## src/rtl/pwm_frame_pkg.sv

```systemverilog
// Shared definitions for the fixed-frame pulse-width generator.
// Assumes: nothing beyond IEEE 1800-2017.
package pwm_frame_pkg;

    // Why the active on/period copies are loaded on a given cycle.
    typedef enum logic [1:0] {
        LD_NONE = 2'd0,   // keep the active values
        LD_STOP = 2'd1,   // channel stopped: follow the shadow inputs
        LD_WRAP = 2'd2    // frame wrapped: take the shadow inputs
    } load_cause_e;

endpackage

```

## src/rtl/pwm_frame_counter.sv

```systemverilog
// Frame position counter.
// Counts ticks from 0 up to the active period value and then wraps to 0.
// Assumes: tick_en is a one-cycle strobe; run low clears the count.
// Exposes the next count so that the output stage can register a level
// that matches the count after the edge.
module pwm_frame_counter #(
    parameter int W = 8
) (
    input  logic         clk,
    input  logic         rst_n,
    input  logic         run,
    input  logic         tick_en,
    input  logic [W-1:0] per_act,
    output logic [W-1:0] cnt_q,
    output logic [W-1:0] cnt_nxt,
    output logic         wrap
);
    localparam logic [W-1:0] CNT_ZERO = '0;
    localparam logic [W-1:0] CNT_ONE  = {{(W-1){1'b0}}, 1'b1};

    // Frame end: a tick arrives while the count sits on the period value.
    always_comb begin
        wrap = run && tick_en && (cnt_q == per_act);
    end

    // Next count: clear when stopped, wrap at frame end, else step on tick.
    always_comb begin
        if (!run)
            cnt_nxt = CNT_ZERO;
        else if (wrap)
            cnt_nxt = CNT_ZERO;
        else if (tick_en)
            cnt_nxt = cnt_q + CNT_ONE;
        else
            cnt_nxt = cnt_q;
    end

    // Count register with synchronous reset.
    always_ff @(posedge clk) begin
        if (!rst_n)
            cnt_q <= CNT_ZERO;
        else
            cnt_q <= cnt_nxt;
    end
endmodule

```

## src/rtl/pwm_shadow_regs.sv

```systemverilog
// Active on/period values, double-buffered behind the shadow inputs.
// Loads both values together at a frame wrap, or on every cycle while the
// channel is stopped. The counter and the compare stage never see a
// half-updated pair.
// Assumes: the shadow inputs are held stable by the register block.
module pwm_shadow_regs
    import pwm_frame_pkg::*;
#(
    parameter int W = 8
) (
    input  logic         clk,
    input  logic         rst_n,
    input  logic         run,
    input  logic         wrap,
    input  logic [W-1:0] on_sh,
    input  logic [W-1:0] per_sh,
    output logic [W-1:0] on_act,
    output logic [W-1:0] per_act,
    output logic [W-1:0] on_nxt
);
    load_cause_e  cause;
    logic [W-1:0] per_nxt;

    // Decide whether and why the active pair reloads this cycle.
    always_comb begin
        if (!run)
            cause = LD_STOP;
        else if (wrap)
            cause = LD_WRAP;
        else
            cause = LD_NONE;
    end

    // Next active pair: the shadow values on any load, else unchanged.
    always_comb begin
        unique case (cause)
            LD_STOP, LD_WRAP: begin
                on_nxt  = on_sh;
                per_nxt = per_sh;
            end
            default: begin
                on_nxt  = on_act;
                per_nxt = per_act;
            end
        endcase
    end

    // Active pair registers with synchronous reset.
    always_ff @(posedge clk) begin
        if (!rst_n) begin
            on_act  <= '0;
            per_act <= '0;
        end else begin
            on_act  <= on_nxt;
            per_act <= per_nxt;
        end
    end
endmodule

```

## src/rtl/pwm_level_out.sv

```systemverilog
// Output stage: registers the level that matches the count after the edge.
// The level is high while running and the next position is below the next
// on count. On counts above the period therefore give a constant high, and
// an on count of zero gives a constant low. Driving the pin from a flop
// keeps comparator hazards off the output.
// Assumes: cnt_nxt and on_nxt come from the same cycle's next-state logic.
module pwm_level_out #(
    parameter int W = 8
) (
    input  logic         clk,
    input  logic         rst_n,
    input  logic         run,
    input  logic [W-1:0] cnt_nxt,
    input  logic [W-1:0] on_nxt,
    output logic         level_q
);
    logic level_nxt;

    // Compare the next position against the next on count.
    always_comb begin
        level_nxt = run && (cnt_nxt < on_nxt);
    end

    // Output flop with synchronous reset.
    always_ff @(posedge clk) begin
        if (!rst_n)
            level_q <= 1'b0;
        else
            level_q <= level_nxt;
    end
endmodule

```

## src/rtl/pwm_frame_gen.sv

```systemverilog
// Fixed-frame pulse-width generator top.
// Each frame is period+1 ticks long, and the output is high for the first
// `on` ticks of it. The shadow inputs reach the active pair only at a frame
// wrap or while the channel is stopped.
// Assumes: tick_en comes from a variable-frequency tick source in the clk
// domain; a period value of 0 is not a valid setting.
module pwm_frame_gen #(
    parameter int W = 8
) (
    input  logic         clk,
    input  logic         rst_n,
    input  logic         tick_en,
    input  logic         run,
    input  logic [W-1:0] on_cnt,
    input  logic [W-1:0] period_cnt,
    output logic         pwm_out
);
    logic [W-1:0] cnt_q;
    logic [W-1:0] cnt_nxt;
    logic         wrap;
    logic [W-1:0] on_act;
    logic [W-1:0] per_act;
    logic [W-1:0] on_nxt;

    pwm_frame_counter #(.W(W)) u_cnt (
        .clk     (clk),
        .rst_n   (rst_n),
        .run     (run),
        .tick_en (tick_en),
        .per_act (per_act),
        .cnt_q   (cnt_q),
        .cnt_nxt (cnt_nxt),
        .wrap    (wrap)
    );

    pwm_shadow_regs #(.W(W)) u_regs (
        .clk     (clk),
        .rst_n   (rst_n),
        .run     (run),
        .wrap    (wrap),
        .on_sh   (on_cnt),
        .per_sh  (period_cnt),
        .on_act  (on_act),
        .per_act (per_act),
        .on_nxt  (on_nxt)
    );

    pwm_level_out #(.W(W)) u_out (
        .clk     (clk),
        .rst_n   (rst_n),
        .run     (run),
        .cnt_nxt (cnt_nxt),
        .on_nxt  (on_nxt),
        .level_q (pwm_out)
    );
endmodule

```

## config.mk

```make
export PLATFORM = sky130hd
export DESIGN_NAME = pwm_frame_gen
export DESIGN_NICKNAME = d
export VERILOG_FILES = /design/src/rtl/pwm_frame_pkg.sv /design/src/rtl/pwm_frame_counter.sv /design/src/rtl/pwm_shadow_regs.sv /design/src/rtl/pwm_level_out.sv /design/src/rtl/pwm_frame_gen.sv
export SDC_FILE = /design/constraint.sdc
export NUM_CORES = 1
export LEC_CHECK = 0
export ABC_AREA = 0
export BUFFER_PORTS_ARGS = -buffer_cell sky130_fd_sc_hd__buf_4
export CORE_AREA = 2 2 57 59
export DETAILED_ROUTE_END_ITERATION = 16
export DIE_AREA = 0 0 59 61
export PLACE_DENSITY = 0.72
export SLEW_MARGIN = 10
export SYNTH_ARGS = -nofsm -noshare
export SYNTH_HDL_FRONTEND = slang
export SYNTH_SLANG_ARGS = --single-unit
```

## constraint.sdc

```tcl
create_clock -name clk -period 2.2 [get_ports clk]
set_clock_uncertainty 0.05 [all_clocks]
set_input_delay 0.11 -clock clk [delete_from_list [all_inputs] [get_ports clk]]
set_output_delay 0.11 -clock clk [all_outputs]
set_load 0.005 [all_outputs]
```

Word-level counts from Yosys, hierarchy flattened
Cells that the tools add are included.

cells by class
  multipliers = 0
  shifts and indexed selects = 0
  $lt $le $gt $ge = 1
  eq/ne operators = 3
  add/subtract/negate cells = 1
  reduce and logical (&&, ||, !) cells = 4
  divide/modulo/power cells = 0
  multiplexer cells = 6
  bitwise operators = 0

operators with widths
  kind                                            count
  2-to-1 mux 8 bit                                4
  adder 8 x 1 -> 8 bit (second input constant)    1
  == test 8 bit                                   1
  less-than comparator 8 bit                      1
  2-to-1 mux 2 bit                                2
  logical AND 1 bit                               3
  == test 2 x 1 -> 1 bit (second input constant)  1
  == test 2 bit (second input constant)           1
  OR reduction 2 bit                              1

storage, ports and cells
  bits of input ports = 20
  bits in latches = 0
  ROM bits = 0
  flip-flop bits (word level) = 25
  memory bits (writable) = 0
  output and inout bits = 1
  memories = 0

Depth between registers and ports, before layout
  depth after elaboration = 9
  mapped depth = 11

Hierarchy
A second synthesis with hierarchy kept.

unflattened totals
  cell total of the unflattened synthesis = 174
  area, all modules = 1542.7 µm²

modules (own cells, without submodules)
  module             instances  cells each  area each (µm²)
  pwm_shadow_regs    1          79          769.5
  pwm_frame_counter  1          71          570.5
  pwm_level_out      1          24          202.7

Worst setup path before layout
Ideal clock, no wire load.

  path type = register to register
  start = reg u_cnt.cnt_q[2]
  end = reg u_out.level_q
  clock period less this slack = 2.358 ns
  arrival = 2.178 ns
  cell stages (with the launch flop) = 11
  path slack = -0.158 ns
  data required time = 2.021 ns
  path buffers = 1
  path through = dfxtp_1 > xnor2_1 > nand3_1 > o31ai_2 > buf_4 > nor2_1 > ha_1 > o21ai_0 > a211o_1 > o211ai_1 > a31oi_1

on the way
  elaborated cells on any way between the ends = 14
  classes of those cells = add/sub: 1; order compare: 1; eq/ne: 3; mux: 6; reduce/logical: 3

RTL lines
  element                                                line                                              text
  from (decl)                                            pwm_frame_counter.sv:14                           output logic [W-1:0] cnt_q,
  from (signal assigned)                                 pwm_frame_counter.sv:43                           cnt_q <= cnt_nxt;
  adder 8 x 1 -> 8 bit or == test 8 bit (tied branches)  pwm_frame_counter.sv:33, pwm_frame_counter.sv:23
  2-to-1 mux 8 bit or logical AND 1 bit (tied branches)  pwm_frame_counter.sv:32, pwm_frame_counter.sv:23
  2-to-1 mux 8 bit *                                     pwm_frame_counter.sv:30                           else if (wrap)
  2-to-1 mux 8 bit *                                     pwm_frame_counter.sv:28                           if (!run)
  via cnt_nxt[3]                                         pwm_frame_gen.sv:19                               logic [W-1:0] cnt_nxt;
  less-than comparator 8 bit *                           pwm_level_out.sv:21                               level_nxt = run && (cnt_nxt < on_nxt);
  logical AND 1 bit *                                    pwm_level_out.sv:21
  to (signal assigned)                                   pwm_level_out.sv:29                               level_q <= level_nxt;
  to (decl)                                              pwm_level_out.sv:15                               output logic level_q

Mark *: on every way through the listed nets, which the timed path passes. The rest lies on a longest branch.
A chain may end at the register's enable or synchronous reset.

Final worst setup path
  start = reg u_cnt.cnt_q[0]
  end = reg u_out.level_q

on the way
  cells in the longest elaborated chain, start to end = 9
  elaborated cells on any way between the ends = 14
  classes of those cells = add/sub: 1; order compare: 1; eq/ne: 3; mux: 6; reduce/logical: 3

ends and longest elaborated chain
  element                                                  line                     text
  == test 8 bit                                            pwm_frame_counter.sv:23  wrap = run && tick_en && (cnt_q == per_act);
  logical AND 1 bit                                        pwm_frame_counter.sv:23
  2-to-1 mux 2 bit                                         pwm_shadow_regs.sv:28    else if (wrap)
  2-to-1 mux 2 bit                                         pwm_shadow_regs.sv:26    if (!run)
  == test 2 x 1 -> 1 bit or == test 2 bit (tied branches)  pwm_shadow_regs.sv:36    unique case (cause)
  OR reduction 2 bit                                       pwm_shadow_regs.sv:36
  2-to-1 mux 8 bit                                         pwm_shadow_regs.sv:36
  less-than comparator 8 bit *                             pwm_level_out.sv:21
  logical AND 1 bit *                                      pwm_level_out.sv:21

Mark *: on every way between the ends. The rest lies on a longest branch, timed or not.

==> impl_metrics.csv <==
group,metric,value,unit
critical_path,crit_chain,"xnor2_2, nand4_1, buf_4, o31ai_4, buf_6, mux2i_1, ha_1, nand4_1, a211o_1, o211ai_1, a31oi_1",
floorplan,io_pins,21,
routing,wl,3.20,mm
critical_path,required,2.37,ns
layout,fillCellCount,250,
routing,drc,0,
power,ir_worst_vdd,0.288,mV
critical_path,r2r-start,"u_cnt.cnt_q[0]",
status,violations,"negative setup slack",
placed_design,dp_slack,-0.0615,ns
critical_path,crit_arrival,2.43,ns
timing,setup_slack,-0.0588,ns
power,p_leak,0.000837,uW
cts,cts_buffers,3,
logic_synthesis,ys_seq_area_share,35.1,%
critical_path,critPathMaxStageDelay,0.38,ns
layout,fin_util,64.4,%
layout,syn_to_final_growth,33.4,%
grt,grt_usage,20.7,%
cts,htreeDepth,1,
critical_path,criticalPathCategory,"register to register",
layout,drive_gt1_share,25.6,%
timing,period_share,103,%
grt,grt_pass1_wl,5.66,mm
routing,dr_total_vias,1248,
cts,tritoncts,"built",
floorplan,rows,20,
status,status,"finished with violations",
routing,wl_met3,100,um
layout,regArea,510,um^2
critical_path,worstSetupStartpoint,"u_cnt.cnt_q[0]",
logic_synthesis,synthCells,158,
routing,drt_pre_antenna_iters,4,
cts,cts_root_buffer,"clkbuf_4",
timing,max_clock_freq,443,MHz
floorplan,die_area,3600,um^2
placed_design,post-dp-hpwl,2.37,mm
grt,grt_max_degree,42,
routing,detail-route-antenna-nets,0,
power,p_per_area,498,nW/um^2
grt,grt_antenna_before_repair,0,
logic_synthesis,synth_cell_types,28,
layout,final_cell_mix,"nand2_1 (35), buf_4 (34), mux2i_1 (24)",
timing,finalCriticalPeriod,2.26,ns
timing,worst_pin_slew,0.369,ns
logic_synthesis,synthesis.nets,186,
floorplan,die_h,61,um
logic_synthesis,avgSynthCellArea,9.03,um^2
cts,clk_transition_reported_paths,0.14,ns
critical_path,critPathTopFamily,"compound AO/OA/AOI/OAI gates",
routing,viasPerCell,5.29,
logic_synthesis,ys_seq_elements,25,
timing,maxSlewHeadroom,75.4,%
critical_path,path_max_fanout,9,
routing,routed.top_layer,"met4",
layout,fin_nets,232,
layout,layout_commonest_cell,"nand2_1",
layout,antennaDiodeCount,0,
critical_path,worstSetupStartpointType,"register",
placed_design,gp_congestion,0.843,
grt,grt_overflow_total,0,
timing,setup_viol,1,
timing,rsz0062_at_grt,"yes",
timing,slew_violations,0,
floorplan,core-area,2950,um^2
logic_synthesis,syn_area,1430,um^2
placed_design,io_buffers,20,
routing,routedWlPerCell,13.6,um
flow_run,cap_violations,0,
critical_path,path_buf_inv,2,
critical_path,slowest_stage,"dfxtp_4",
timing,finalHoldViolations,0,
hold_path,worstHoldPathType,"input pin to register",
logic_synthesis,synth_warnings,0,
critical_path,crit_path_end_kind,"register",
cts,cts_num_sinks,25,
layout,multi_input_area,898,um^2
floorplan,initial_core_util,48.3,%
routing,met2_length,1.60,mm
cts,cts_max_path_buffers,2,
floorplan,die_w,59,um
grt,first_global_vias,1353,
routing,drt_iter0_markers,36,
critical_path,cp_common_cell,"nand4_1",
hold_path,hp-start,"on_cnt[0]",
cts,insertion_delay,0.33,ns
routing,wl_met1,1.47,mm
per-stage QoR:
| stage | hold WS (ns) | instance area (um^2) | std cells | TNS [ns] | power (uW) |
|---|---|---|---|---|---|
| finish | 0.00425 | 1900 | 236 | -0.0588 | 948 |
| global route | 0.00733 | 1900 | 236 | -0.218 | 998 |
| CTS | 0.00302 | 1900 | 236 | -0.0635 | 953 |
| detailed placement | 0.320 | 1690 | 217 | -0.0615 | 713 |
| global placement | 0.313 | 1690 | 217 | -0.0395 | 707 |
| floorplan | 0.199 | 1460 | 158 | -0.109 | 642 |
final timing paths:
kind / to / slack, ns / cells after the start
hold reg to reg: u_regs.on_act[7] / 0.42 / 2
setup reg to reg: u_out.level_q / -0.06 / 11
setup / recovery: u_out.level_q / -0.06 / 11
hold / removal: u_regs.on_act[0] / 0.004 / 3
synthesized netlist by cell type:
master / number / area share (%)
o21ai_0: 2 / 0.70
nor2_1: 7 / 1.8
a211oi_1: 2 / 1.1
o211ai_1: 1 / 0.53
buf_4: 1 / 0.53
nor3b_1: 8 / 4.2
o31ai_2: 1 / 0.88
clkbuf_1: 4 / 1.1
o31ai_1: 1 / 0.53
a21oi_1: 2 / 0.70
and3_1: 2 / 0.88
nand2_1: 35 / 9.2
nand3b_1: 1 / 0.53
nand4_1: 4 / 1.8
nand3_1: 4 / 1.4
buf_6: 3 / 2.4
ha_1: 8 / 7.0
and4_1: 1 / 0.61
or4_1: 1 / 0.53
o31a_1: 1 / 0.61
dfxtp_1: 25 / 35
xor2_1: 6 / 3.7
a31oi_1: 1 / 0.44
inv_1: 2 / 0.53
xnor2_1: 9 / 5.5
buf_2: 1 / 0.35
mux2i_1: 24 / 17
a211o_1: 1 / 0.61
where the power goes:
| part | internal, uW | switching (uW) | leakage, uW |
|---|---|---|---|
| clock | 68.3 | 144 | 0.0000177 |
| combinational | 130 | 110 | 0.000611 |
| sequential | 479 | 16.6 | 0.000208 |
worst register-to-register path, delay by kind of cell, from the launching register on:
| family | cells | cell delay, ns |
|---|---|---|
| flip-flops | 1 | 0.38 |
| buffers and inverters | 2 | 0.35 |
| AO/OA/AOI/OAI | 4 | 0.58 |
| AND/OR/NAND/NOR | 2 | 0.27 |
| multiplexers | 1 | 0.09 |
| adder cells (fa/ha/maj) | 1 | 0.31 |
| XOR/XNOR | 1 | 0.14 |
state kept, by name, indices dropped and copies added, names as in the netlist:
signal / count
u_out.level_q: 1
u_regs.on_act: 8
u_cnt.cnt_q: 8
u_regs.per_act: 8
what timing repair did:
item,in CTS,in global routing
hold endpoints to repair,14,0
gates resized for setup,8,0
hold buffers,14,0
gates cloned,0,0
buffers inserted,1,0
pin swaps,1,2
endpoints found under the setup margin,1,1
routing by layer:
metal / global-route usage [%] / vias up
li1: - / 635
met5: 0 / -
met2: 35.9 / 24
met4: 9.09 / 0
met1: 26.0 / 584
met3: 2.56 / 5
area by class of cell:
class / count / area share (%)
Multi-Input combinational cell: 122 / 47.2
Clock buffer: 3 / 1.18
Tap cell: 33 / 2.17
Timing Repair Buffer: 50 / 22.0
Inverter: 2 / 0.394
Sequential cell: 25 / 26.8
Clock inverter: 1 / 0.263
kinds of logic after synthesis:
logic type	synth area share, %
AND/OR/NAND/NOR	21.0
XOR/XNOR	9.21
adder cells (fa/ha/maj)	7.02
AO/OA/AOI/OAI	6.05
flip-flops	35.1
multiplexers	16.8
buffers and inverters	4.82
No activity file was read; power rests on OpenSTA's default activity.
